--- config.mk ---
export PLATFORM = sky130hd
export DESIGN_NAME = tx_stat_abort
export DESIGN_NICKNAME = d
export VERILOG_FILES = /design/src/rtl/tx_stat_abort.sv
export SDC_FILE = /design/constraint.sdc
export NUM_CORES = 1
export LEC_CHECK = 0
export ABC_AREA = 1
export BUFFER_PORTS_ARGS = -buffer_cell sky130_fd_sc_hd__clkbuf_2
export CAP_MARGIN = 20
export CORE_MARGIN = 10
export CORE_UTILIZATION = 50
export DETAILED_ROUTE_END_ITERATION = 6
export PLACE_DENSITY_LB_ADDON = 0.2
export SYNTH_ARGS = -nofsm -noshare
export SYNTH_HDL_FRONTEND = slang
export SYNTH_SLANG_ARGS = --single-unit
--- constraint.sdc ---
create_clock -name clk -period 3 [get_ports clk]
set_input_delay 0.6 -clock clk [delete_from_list [all_inputs] [get_ports clk]]
set_output_delay 0.6 -clock clk [all_outputs]
set_load 0.01 [all_outputs]
--- src/rtl/tx_stat_abort.sv ---
module tx_stat_abort #(
  parameter int CW_W     = 6,
  parameter int RL_W     = 4,
  parameter int POS_W    = 8,
  parameter int LIM_FAST = 6071,
  parameter int LIM_SLOW = 24287
) (
  input  logic             clk,
  input  logic             rst_n,
  input  logic             frame_start_i,
  input  logic [47:0]      dest_i,
  input  logic             xmit_start_i,
  input  logic             byte_tick_i,
  input  logic             nib_tick_i,
  input  logic             defer_i,
  input  logic             coll_i,
  input  logic             underrun_i,
  input  logic             done_i,
  input  logic [CW_W-1:0]  coll_win_i,
  input  logic [RL_W-1:0]  retry_lim_i,
  input  logic             speed100_i,
  input  logic             def_dis_i,
  input  logic             clr_halt_i,
  output logic [31:0]      status_o,
  output logic             stat_vld_o,
  output logic             halted_o,
  output logic             txerr_irq_o
);
  localparam int DW  = $clog2(LIM_SLOW + 1) + 1;
  localparam int CCW = RL_W + 1;
  localparam logic [DW-1:0] LF = DW'(LIM_FAST);
  localparam logic [DW-1:0] LS = DW'(LIM_SLOW);

  logic            busy, bc_q, mc_q;
  logic [6:0]      st_q;
  logic [CCW-1:0]  coll_cnt;
  logic [POS_W-1:0] pos_cnt;
  logic [DW-1:0]   def_cnt;

  wire start_ok = frame_start_i && !halted_o;
  wire bcast    = &dest_i;
  wire mcast    = dest_i[40] && !bcast;
  wire act      = busy && !start_ok;

  wire [CCW-1:0]  coll_nxt = coll_cnt + 1'b1;
  wire [DW-1:0]   def_lim  = speed100_i ? LF : LS;
  wire [POS_W-1:0] win_ext = {{(POS_W-CW_W){1'b0}}, coll_win_i};

  wire late  = act && coll_i && (pos_cnt > win_ext);
  wire xcol  = act && coll_i && !late && (coll_nxt > {1'b0, retry_lim_i});
  wire xdef  = act && defer_i && nib_tick_i && !def_dis_i && (def_cnt >= def_lim);
  wire urun  = act && underrun_i;
  wire abort = late || xcol || xdef || urun;
  wire fin_ok = act && done_i && !abort;
  wire fin   = abort || fin_ok;

  assign status_o = {16'h0, st_q, 9'h0};

  always_ff @(posedge clk or negedge rst_n) begin
    if (!rst_n) begin
      busy <= 1'b0;
      bc_q <= 1'b0;
      mc_q <= 1'b0;
      st_q <= '0;
      stat_vld_o <= 1'b0;
    end else begin
      stat_vld_o <= fin;
      if (start_ok) begin
        busy <= 1'b1;
        bc_q <= bcast;
        mc_q <= mcast;
        st_q <= '0;
      end else if (fin) begin
        busy <= 1'b0;
        st_q <= {fin_ok, bc_q, mc_q, late, xdef, xcol, urun};
      end
    end
  end

  always_ff @(posedge clk or negedge rst_n) begin
    if (!rst_n) begin
      coll_cnt <= '0;
      pos_cnt  <= '0;
      def_cnt  <= '0;
    end else begin
      if (start_ok)
        coll_cnt <= '0;
      else if (act && coll_i)
        coll_cnt <= coll_nxt;

      if (start_ok || xmit_start_i || coll_i)
        pos_cnt <= '0;
      else if (act && byte_tick_i && !(&pos_cnt))
        pos_cnt <= pos_cnt + 1'b1;

      if (start_ok || xmit_start_i || fin)
        def_cnt <= '0;
      else if (act && defer_i && nib_tick_i && !(&def_cnt))
        def_cnt <= def_cnt + 1'b1;
    end
  end

  always_ff @(posedge clk or negedge rst_n) begin
    if (!rst_n) begin
      halted_o    <= 1'b0;
      txerr_irq_o <= 1'b0;
    end else if (abort) begin
      halted_o    <= 1'b1;
      txerr_irq_o <= 1'b1;
    end else if (clr_halt_i) begin
      halted_o    <= 1'b0;
      txerr_irq_o <= 1'b0;
    end
  end
endmodule


Word level (Yosys, flattened, before mapping):

Index checks and enable logic that the tools add are counted.

* word-level logic and storage cells: 68
* output and inout bits: 35
* input port bits: 71
* register bits: 41

* add/sub/neg operators: 3
* multiplexer cells: 13
* reduce and logical (&&, ||, !) cells: 40
* order comparisons: 3

Operators with widths (count)
* $reduce_and A48 Y1: 1
* $mux W16: 2
* $logic_and A1 B1 Y1: 17
* $add A16 B1 Y16 const B: 1
* $ge A16 B15 Y1: 1
* $mux W8: 2
* $reduce_and A16 Y1: 1
* $mux W15: 1
* $mux W7: 2
* $mux W5: 2
* $reduce_bool A2 Y1: 5
* $add A8 B1 Y8 const B: 1
* $gt A8 B6 Y1: 1
* $logic_not A1 Y1: 8
* $reduce_and A8 Y1: 1
* $logic_or A1 B1 Y1: 7
* $add A5 B1 Y5 const B: 1
* $gt A5 B4 Y1: 1
* $mux W1: 4

Logic depth before layout (Yosys ltp):

Gate-level depths: netlist of run 1.

* depth in word-level cells: 17
* mapped depth: 16
* gate-level depth less buffers: 16

Least setup slack after synthesis of run 1:

OpenSTA, ideal clock, no wires.

* path type: flip-flop to flip-flop
* from: register coll_cnt[0]
* to: register def_cnt[9]
* buffers on the path: 1
* clock period less this slack: 2.086 ns
* library setup time: 0.068 ns
* data required time: 2.932 ns
* slack: 0.914 ns
* arrival time: 2.018 ns
* stages on the path, launching flop included: 15
* cells stage by stage: dfrtp_1 -> ha_1 -> xor2_1 -> ha_1 -> nand2_1 -> nor2_1 -> nor2_1 -> nand2_1 -> nand2_1 -> nand2_2 -> nand3_4 -> nor2_8 -> nand3_4 -> buf_12 -> nor2_4

* word-level cells in the longest chain between the ends: 11
* elaborated cells on any way between the ends: 12
* those cells by class: add/sub (1); order compare (1); mux (1); reduce/logical (9)

Ends and longest elaborated chain
* start: declaration: line 36 `logic [CCW-1:0] coll_cnt;`
* start signal: assignment: line 89 `coll_cnt <= coll_nxt;`
* $add A5 B1 Y5 (*): line 45 `wire [CCW-1:0] coll_nxt = coll_cnt + 1'b1;`
* $gt A5 B4 Y1 (*): line 50 `wire xcol = act && coll_i && !late && (coll_nxt > {1'b0, retry_lim_i});`
* $logic_and A1 B1 Y1 (*): line 50
* $logic_or A1 B1 Y1 (*) (3 in a row): line 53 `wire abort = late || xcol || xdef || urun;`
* $logic_not A1 Y1: line 54 `wire fin_ok = act && done_i && !abort;`
* $logic_and A1 B1 Y1: line 54
* $logic_or A1 B1 Y1 (*): line 55 `wire fin = abort || fin_ok;`
* $logic_or A1 B1 Y1 (*): line 96 `if (start_ok || xmit_start_i || fin)`
* $mux W16 / $reduce_bool A2 Y1 (equally long branches)
* end signal: assignment: line 99 `def_cnt <= def_cnt + 1'b1;`
* end: declaration: line 38 `logic [DW-1:0] def_cnt;`

Every way passes the cells marked *; elsewhere a longest branch is shown, timed or not.
A chain may end at the register's enable or synchronous reset.

Final worst setup path of run 1:

* from: register coll_cnt[0]
* to: register def_cnt[5]

Same word-level chain as after synthesis.

==> results.toml, run 1 <==
[synth]
synth_flop_cell = "dfrtp_1"
synth_most_common_cell = "nand2_1"
synthesis.area_mm2 = 0.003017
synth_top_cells_by_area = "dfrtp_1, nand2_1, ha_1"
syn_inst = 383
yosys.area.top_type = "dfrtp_1"
async_flop_share_pct = 100.0
yosysWarnings = 0
synth_cell_type_count = 34
ys_ff_latch = 41
ys_seq_area_share_pct = 34.01
syn_area_per_cell_um2 = 7.876
synth_common_cells = "nand2_1, inv_1, dfrtp_1"
synth_edf_count = 0
synth_top_area_share_pct = 34.01

[floorplan]
die_height_um = 97.68
core_area_mm2 = 0.005886
dieArea_mm2 = 0.009540
fp.dieW_um = 97.68
rows = 28
io_pins = 106
start_util_pct = 51.25

[clocking]
clk_latency_ps = 300
cts_resized = 0
htreeDepth = 2
hold_buffers = 0
cts_made_buffers = 5
cts-root-buf = "clkbuf_8"
clockBufferDepth = 2
cts_tree = "yes"
cts.sinks = 41
post-cts-setup-buffer-count = 0
clkSlewWorstSetupHoldPaths_ps = 80

[grt]
grt_pass1_wl_um = 12770
grt_antenna_before_repair = 0
grt_max_degree = 42
met1_usage_pct = 19.18
grt_pass1_vias = 2816
top_usage_layer = "met2"
globalRouteMet2Util_pct = 24.68
met3_usage_pct = 6.330
grt_remaining_overflow = 0
grt_usage_pct = 15.70

[final_layout]
fin_nets = 556
diodes = 0
multi_input_area_mm2 = 0.001648
regArea_mm2 = 0.001026
area_growth_pct = 15.26
drive_above_1_share_pct = 27.19
fillers = 529

[timing]
setup_violations = 0
finalCriticalPeriod_ps = 2429
rsz0062_at_grt = "false"
final-max-slew-violation-count = 0
max_freq_ghz = 0.4116
post-route-period-util_pct = 80.98
layout_setup_ws_ps = 570.6
hold_viol_final = 0
finClkSkew_ps = 6.344
hold_slack_ps = 149.3
finalSetupTns_ps = 0

[drt]
num_vias = 2702
drtAntennaViolNets = 0
wire_per_inst_um = 13.63
vias_per_cell = 4.985
drt_pass1_iterations = 4
wl_um = 7389
drtIter0Drc = 101
route.detailed.drc = 0

[worst_setup_path]
timing.rr.start = "coll_cnt[0]$_DFFE_PN0P_"
worstPathCellList = "ha_1, xor2_1, ha_1, nand2_1, nor2_1, nor2_1, nand2_1, nand2_1, nand2_2, nand3_4, nor2_8, nand3_4, nor2_1"
slowest_stage = "dfrtp_1"
startpoint = "coll_cnt[0]$_DFFE_PN0P_"
r2r-end = "def_cnt[5]$_DFFE_PN0P_"
reg2reg_slack_ps = 570
crit_fanout = 16
r2r_cells = 13
worstSetupPathType = "reg2reg"
worst_setup_path_start_kind = "flip-flop"
required_ps = 3220
max_stage_delay_ps = 430
arrival_ps = 2650
cp-end-kind = "flip-flop"

[placement]
dp_hpwl_um = 6158
gp_congestion = 0.8105
io_buffers = 80
dp_slack_ps = 537.4

[pwr]
peakVddDrop_mv = 0.2625
p_leak_uw = 0.001842
power.density_mw_per_mm2 = 445.1

[run_status]
status = "finished, final reports clean"

[flow_run]
drv_cap = 0

[min_path]
hold_path_class = "in2async"
## sequential cells by signal (all words and copies together), names as in the netlist
name and flops:
def_cnt 16, st_q 7, bc_q 1, mc_q 1, busy 1, txerr_irq_o 1
pos_cnt 8, coll_cnt 5, stat_vld_o 1
## logic make-up after synthesis
| kind of cell | after synthesis | synth area share [%] |
|---|---|---|
| and+or+nand+nor | 205 | 35.96 |
| buffers and inverters | 83 | 14.35 |
| DFF | 41 | 34.01 |
| AOI/OAI and AO/OA | 24 | 4.770 |
| adders and majority gates | 19 | 7.881 |
| xor gates and xnor gates | 10 | 2.904 |
| other | 1 | 0.1243 |
## how the worst max path moves through the flow
stage                              end  slack, ps
3_3_place_gp   def_cnt[15]$_DFFE_PN0P_        620
4_1_cts        def_cnt[12]$_DFFE_PN0P_        550
5_1_grt         def_cnt[5]$_DFFE_PN0P_        310
6_report        def_cnt[5]$_DFFE_PN0P_        570
2_1_floorplan   def_cnt[9]$_DFFE_PN0P_        910
3_5_place_dp   def_cnt[12]$_DFFE_PN0P_        540
## metal layers
layer  part of all wire [%]  wire length, um  vias to the layer above
met5                      0                0                        -
met4                    1.1               82                        0
met3                    9.0              664                        7
met2                     45             3320                      115
met1                     45             3321                     1211
li1                       -                -                     1369
## layout make-up
class	count	area share (%)
Clock buffer	5	1.979
Timing Repair Buffer	81	12.09
Tap cell	75	2.699
Inverter	54	5.829
Multi-Input combinational cell	283	47.39
Clock inverter	3	0.5038
Sequential cell	41	29.51
## worst max-delay path, delay by kind of cell (launching register included)
kind / cells / cell delay (ps)
adder cells (fa/ha/maj): 2 / 540
AND/OR/NAND/NOR: 10 / 1220
flip-flops: 1 / 430
XOR/XNOR: 1 / 160
## stage by stage
step / cell area [um2] / power (uW) / std cells / util (%)
finish: 3477 / 1548 / 542 / 59.08
global route: 3477 / 1676 / 542 / 59.08
floorplan: 3107 / 1061 / 407 / -
global placement: 3371 / 1189 / 533 / 57.27
CTS: 3457 / 1568 / 541 / 58.74
detailed placement: 3371 / 1198 / 533 / 57.27
## report_power, final
part           internal [uW]  leakage, uW  switching (uW)
combinational            177      0.00124             338
sequential               619     0.000560            53.6
clock                    161    0.0000439             199
total                    957      0.00184             591
## placed cells by master (no fill, tap or decap), types with 2 or more instances in the layout
master    synthesis  routed
clkbuf_2          0      80
inv_1            48      48
inv_2             5       5
a21oi_1           5       5
nand3_4           3       3
nand3_2           4       4
conb_1            1      25
nand3_1          25      25
clkinv_2          0       2
o21bai_1          2       2
nand2_1          86      86
nor4_1            3       3
nor2_2            6       6
clkbuf_8          0       5
nand4_1          26      26
ha_1             19      19
xor2_1            9       9
o21ai_0          12      12
nor2_1           26      26
nand2_2           5       5
nor2_4           10      10
nor3_1            8       8
dfrtp_1          41      41
(Power assumes the default switching activity.)
==> run 2: changes to the inputs <==
--- a/config.mk
+++ b/config.mk
@@ -9,7 +9,7 @@
 export BUFFER_PORTS_ARGS = -buffer_cell sky130_fd_sc_hd__clkbuf_2
 export CAP_MARGIN = 20
 export CORE_MARGIN = 10
-export CORE_UTILIZATION = 50
+export CORE_UTILIZATION = 46
 export DETAILED_ROUTE_END_ITERATION = 6
 export PLACE_DENSITY_LB_ADDON = 0.2
 export SYNTH_ARGS = -nofsm -noshare
==> constraint.sdc (replaced) <==
create_clock -name clk -period 2.1 [get_ports clk]
set_input_delay 0.42 -clock clk [delete_from_list [all_inputs] [get_ports clk]]
set_output_delay 0.42 -clock clk [all_outputs]
set_load 0.01 [all_outputs]
==> run 2 against run 1 <==
Effect of this change:
- the run now ends with negative setup slack left
- die area rose by 6.9%
- first-iteration DRC count rose by 11%
- design area rose by 5.8%
- flip-flop and latch count did not move
- routed wire length rose by 3.9%
- critical path depth rose by 1
- register-to-register slack got worse by 610 ps
- largest cell class unchanged
==> results.toml, run 2 (same netlist as run 1, synthesis figures left out) <==
[pwr]
seq_power_share_pct = 37.4
p_int_uw = 1657
switching_share_pct = 34.93
power.density_mw_per_mm2 = 692.6
peakVddDrop_mv = 0.5514
comb_power_share_pct = 36.6
p_switching_uw = 889.6
p_leak_uw = 0.001942
clkPwrFrac_pct = 26.0

[worst_setup_path]
required_ps = 2330
worstSetupPathType = "reg2reg"
r2r_cells = 14
worstPathCellList = "ha_2, xor2_1, ha_1, nand2_2, nor2_2, nor2_1, nand2_1, nand2_1, nand2_2, nand3_4, nor2_8, nand3_4, buf_12, nor2_2"
worst_setup_path_start_kind = "flip-flop"
startpoint = "coll_cnt[0]$_DFFE_PN0P_"
cp-end-kind = "flip-flop"
slowest_stage = "dfrtp_1"
r2r-end = "def_cnt[11]$_DFFE_PN0P_"
cp_top_family = "simple AND/OR/NAND/NOR gates"
max_stage_delay_ps = 400
crit_fanout = 8
reg2reg_slack_ps = -40
timing.rr.start = "coll_cnt[0]$_DFFE_PN0P_"
arrival_ps = 2370
path_buf_inv = 1

[grt]
grt_usage_pct = 15.48
grt_antenna_before_repair = 0
grt_remaining_overflow = 0
grt_pass1_wl_um = 12990
grt_max_degree = 29
grt_pass1_vias = 2864

[clocking]
cts.sinks = 41
cts-root-buf = "clkbuf_8"
htreeDepth = 2
clk_latency_ps = 300
hold_buffers = 0
clkSlewWorstSetupHoldPaths_ps = 80
cts_tree = "yes"
cts_made_buffers = 5
clockBufferDepth = 2

[final_layout]
multi_input_area_mm2 = 0.001675
stdcell_count = 559
fin_nets = 571
diodes = 0
area_growth_pct = 21.90
finish.instance_area_mm2 = 0.003677
layout_commonest_cell = "nand2_1"
largest-register = "def_cnt"
reg_top3 = "def_cnt x16, pos_cnt x8, st_q x7"
drive_above_1_share_pct = 31.12
fillers = 585
regArea_mm2 = 0.001026
largest_reg_flops = 16
final_cell_mix = "nand2_1, clkbuf_2, inv_1"

[placement]
place_area_mm2 = 0.003468
gp_congestion = 0.8217
io_buffers = 80
dp_cells = 546
dp_hpwl_um = 6345

[floorplan]
fp.dieW_um = 101.0
core_area_mm2 = 0.006350
dieArea_mm2 = 0.01020
io_pins = 106
start_util_pct = 47.51
die_height_um = 101.0
rows = 29

[timing]
post-route-period-util_pct = 101.8
finalSetupTns_ps = -503.4
final-max-slew-violation-count = 0
setup_violations = 24
worst_slew_pin_slew_ps = 706.0
max_freq_ghz = 0.4679
hold_viol_final = 0
finalCriticalPeriod_ps = 2137
maxSlewHeadroom_pct = 52.93
finClkSkew_ps = 10.44
rsz0062_at_grt = "true"
layout_setup_ws_ps = -37.11

[run_status]
status = "complete, but fails checks"
violations = "negative setup slack"

[drt]
wire_per_inst_um = 13.74
num_vias = 2747
wl_um = 7680
vias_per_cell = 4.914
drtIter0Drc = 112
route.detailed.drc = 0
drtAntennaViolNets = 0
drt_pass1_iterations = 4

[min_path]
hold_path_class = "in2async"

[flow_run]
drv_cap = 0
[run 2: cell count changes in the layout (fill, tap and decap cells not counted), sizes merged]
cell,before,now
bufinv,0,1
clkinvlp,1,0
buf,1,16
clkbuf,85,87
clkinv,3,1
[run 2: timing repair]
item | in CTS | in global routing
gates resized for setup | 6 | 6
setup buffers | 3 | 1
pin swaps | 5 | 7
endpoints found under the setup margin | 16 | 26
gates cloned | 1 | 0
[run 2: final cells by class]
| class | count | share of cell area [%] |
|---|---|---|
| well taps | 77 | 2.620 |
| repair buffers | 96 | 15.24 |
| flip-flops and latches | 41 | 27.90 |
| clock buffers | 7 | 2.348 |
| inverters | 54 | 5.512 |
| clock inverters | 1 | 0.8166 |
| multi-input cells | 283 | 45.56 |
[run 2: routing by layer]
layer	wire length (um)	GRT usage [%]	share of wire (%)	up-vias
li1	-	-	-	1392
met1	3138	17.69	41	1249
met2	3702	26.34	48	96
met3	718	6.036	9.3	10
met4	121	3.966	1.6	0
met5	0	0	0	-
[run 2: metrics by stage]
step	power, uW	util, %	hold slack [ps]	setup WS [ps]
floorplan	1515	-	124.4	13.77
global placement	1774	54.62	469.2	16.60
detailed placement	1795	54.62	472.4	-45.60
CTS	2532	57.56	188.4	-2.046
global route	2711	57.91	217.3	-153.0
finish	2547	57.91	159.9	-37.11
[run 2: power groups by stage]
stage | Clock [uW] | Combinational, uW | Sequential, uW
floorplan | 0 | 531 | 985
global placement | 0 | 810 | 963
detailed placement | 0 | 827 | 968
CTS | 676 | 903 | 953
global route | 714 | 1030 | 964
finish | 662 | 933 | 952
[run 2: worst max-delay path by stage]
stage / to / depth (start not counted)
3_5_place_dp: def_cnt[11]$_DFFE_PN0P_ / 14
4_1_cts: def_cnt[11]$_DFFE_PN0P_ / 13
6_report: def_cnt[11]$_DFFE_PN0P_ / 14
3_3_place_gp: def_cnt[12]$_DFFE_PN0P_ / 13
5_1_grt: st_q[1]$_DFFE_PN0P_ / 15
2_1_floorplan: def_cnt[9]$_DFFE_PN0P_ / 14
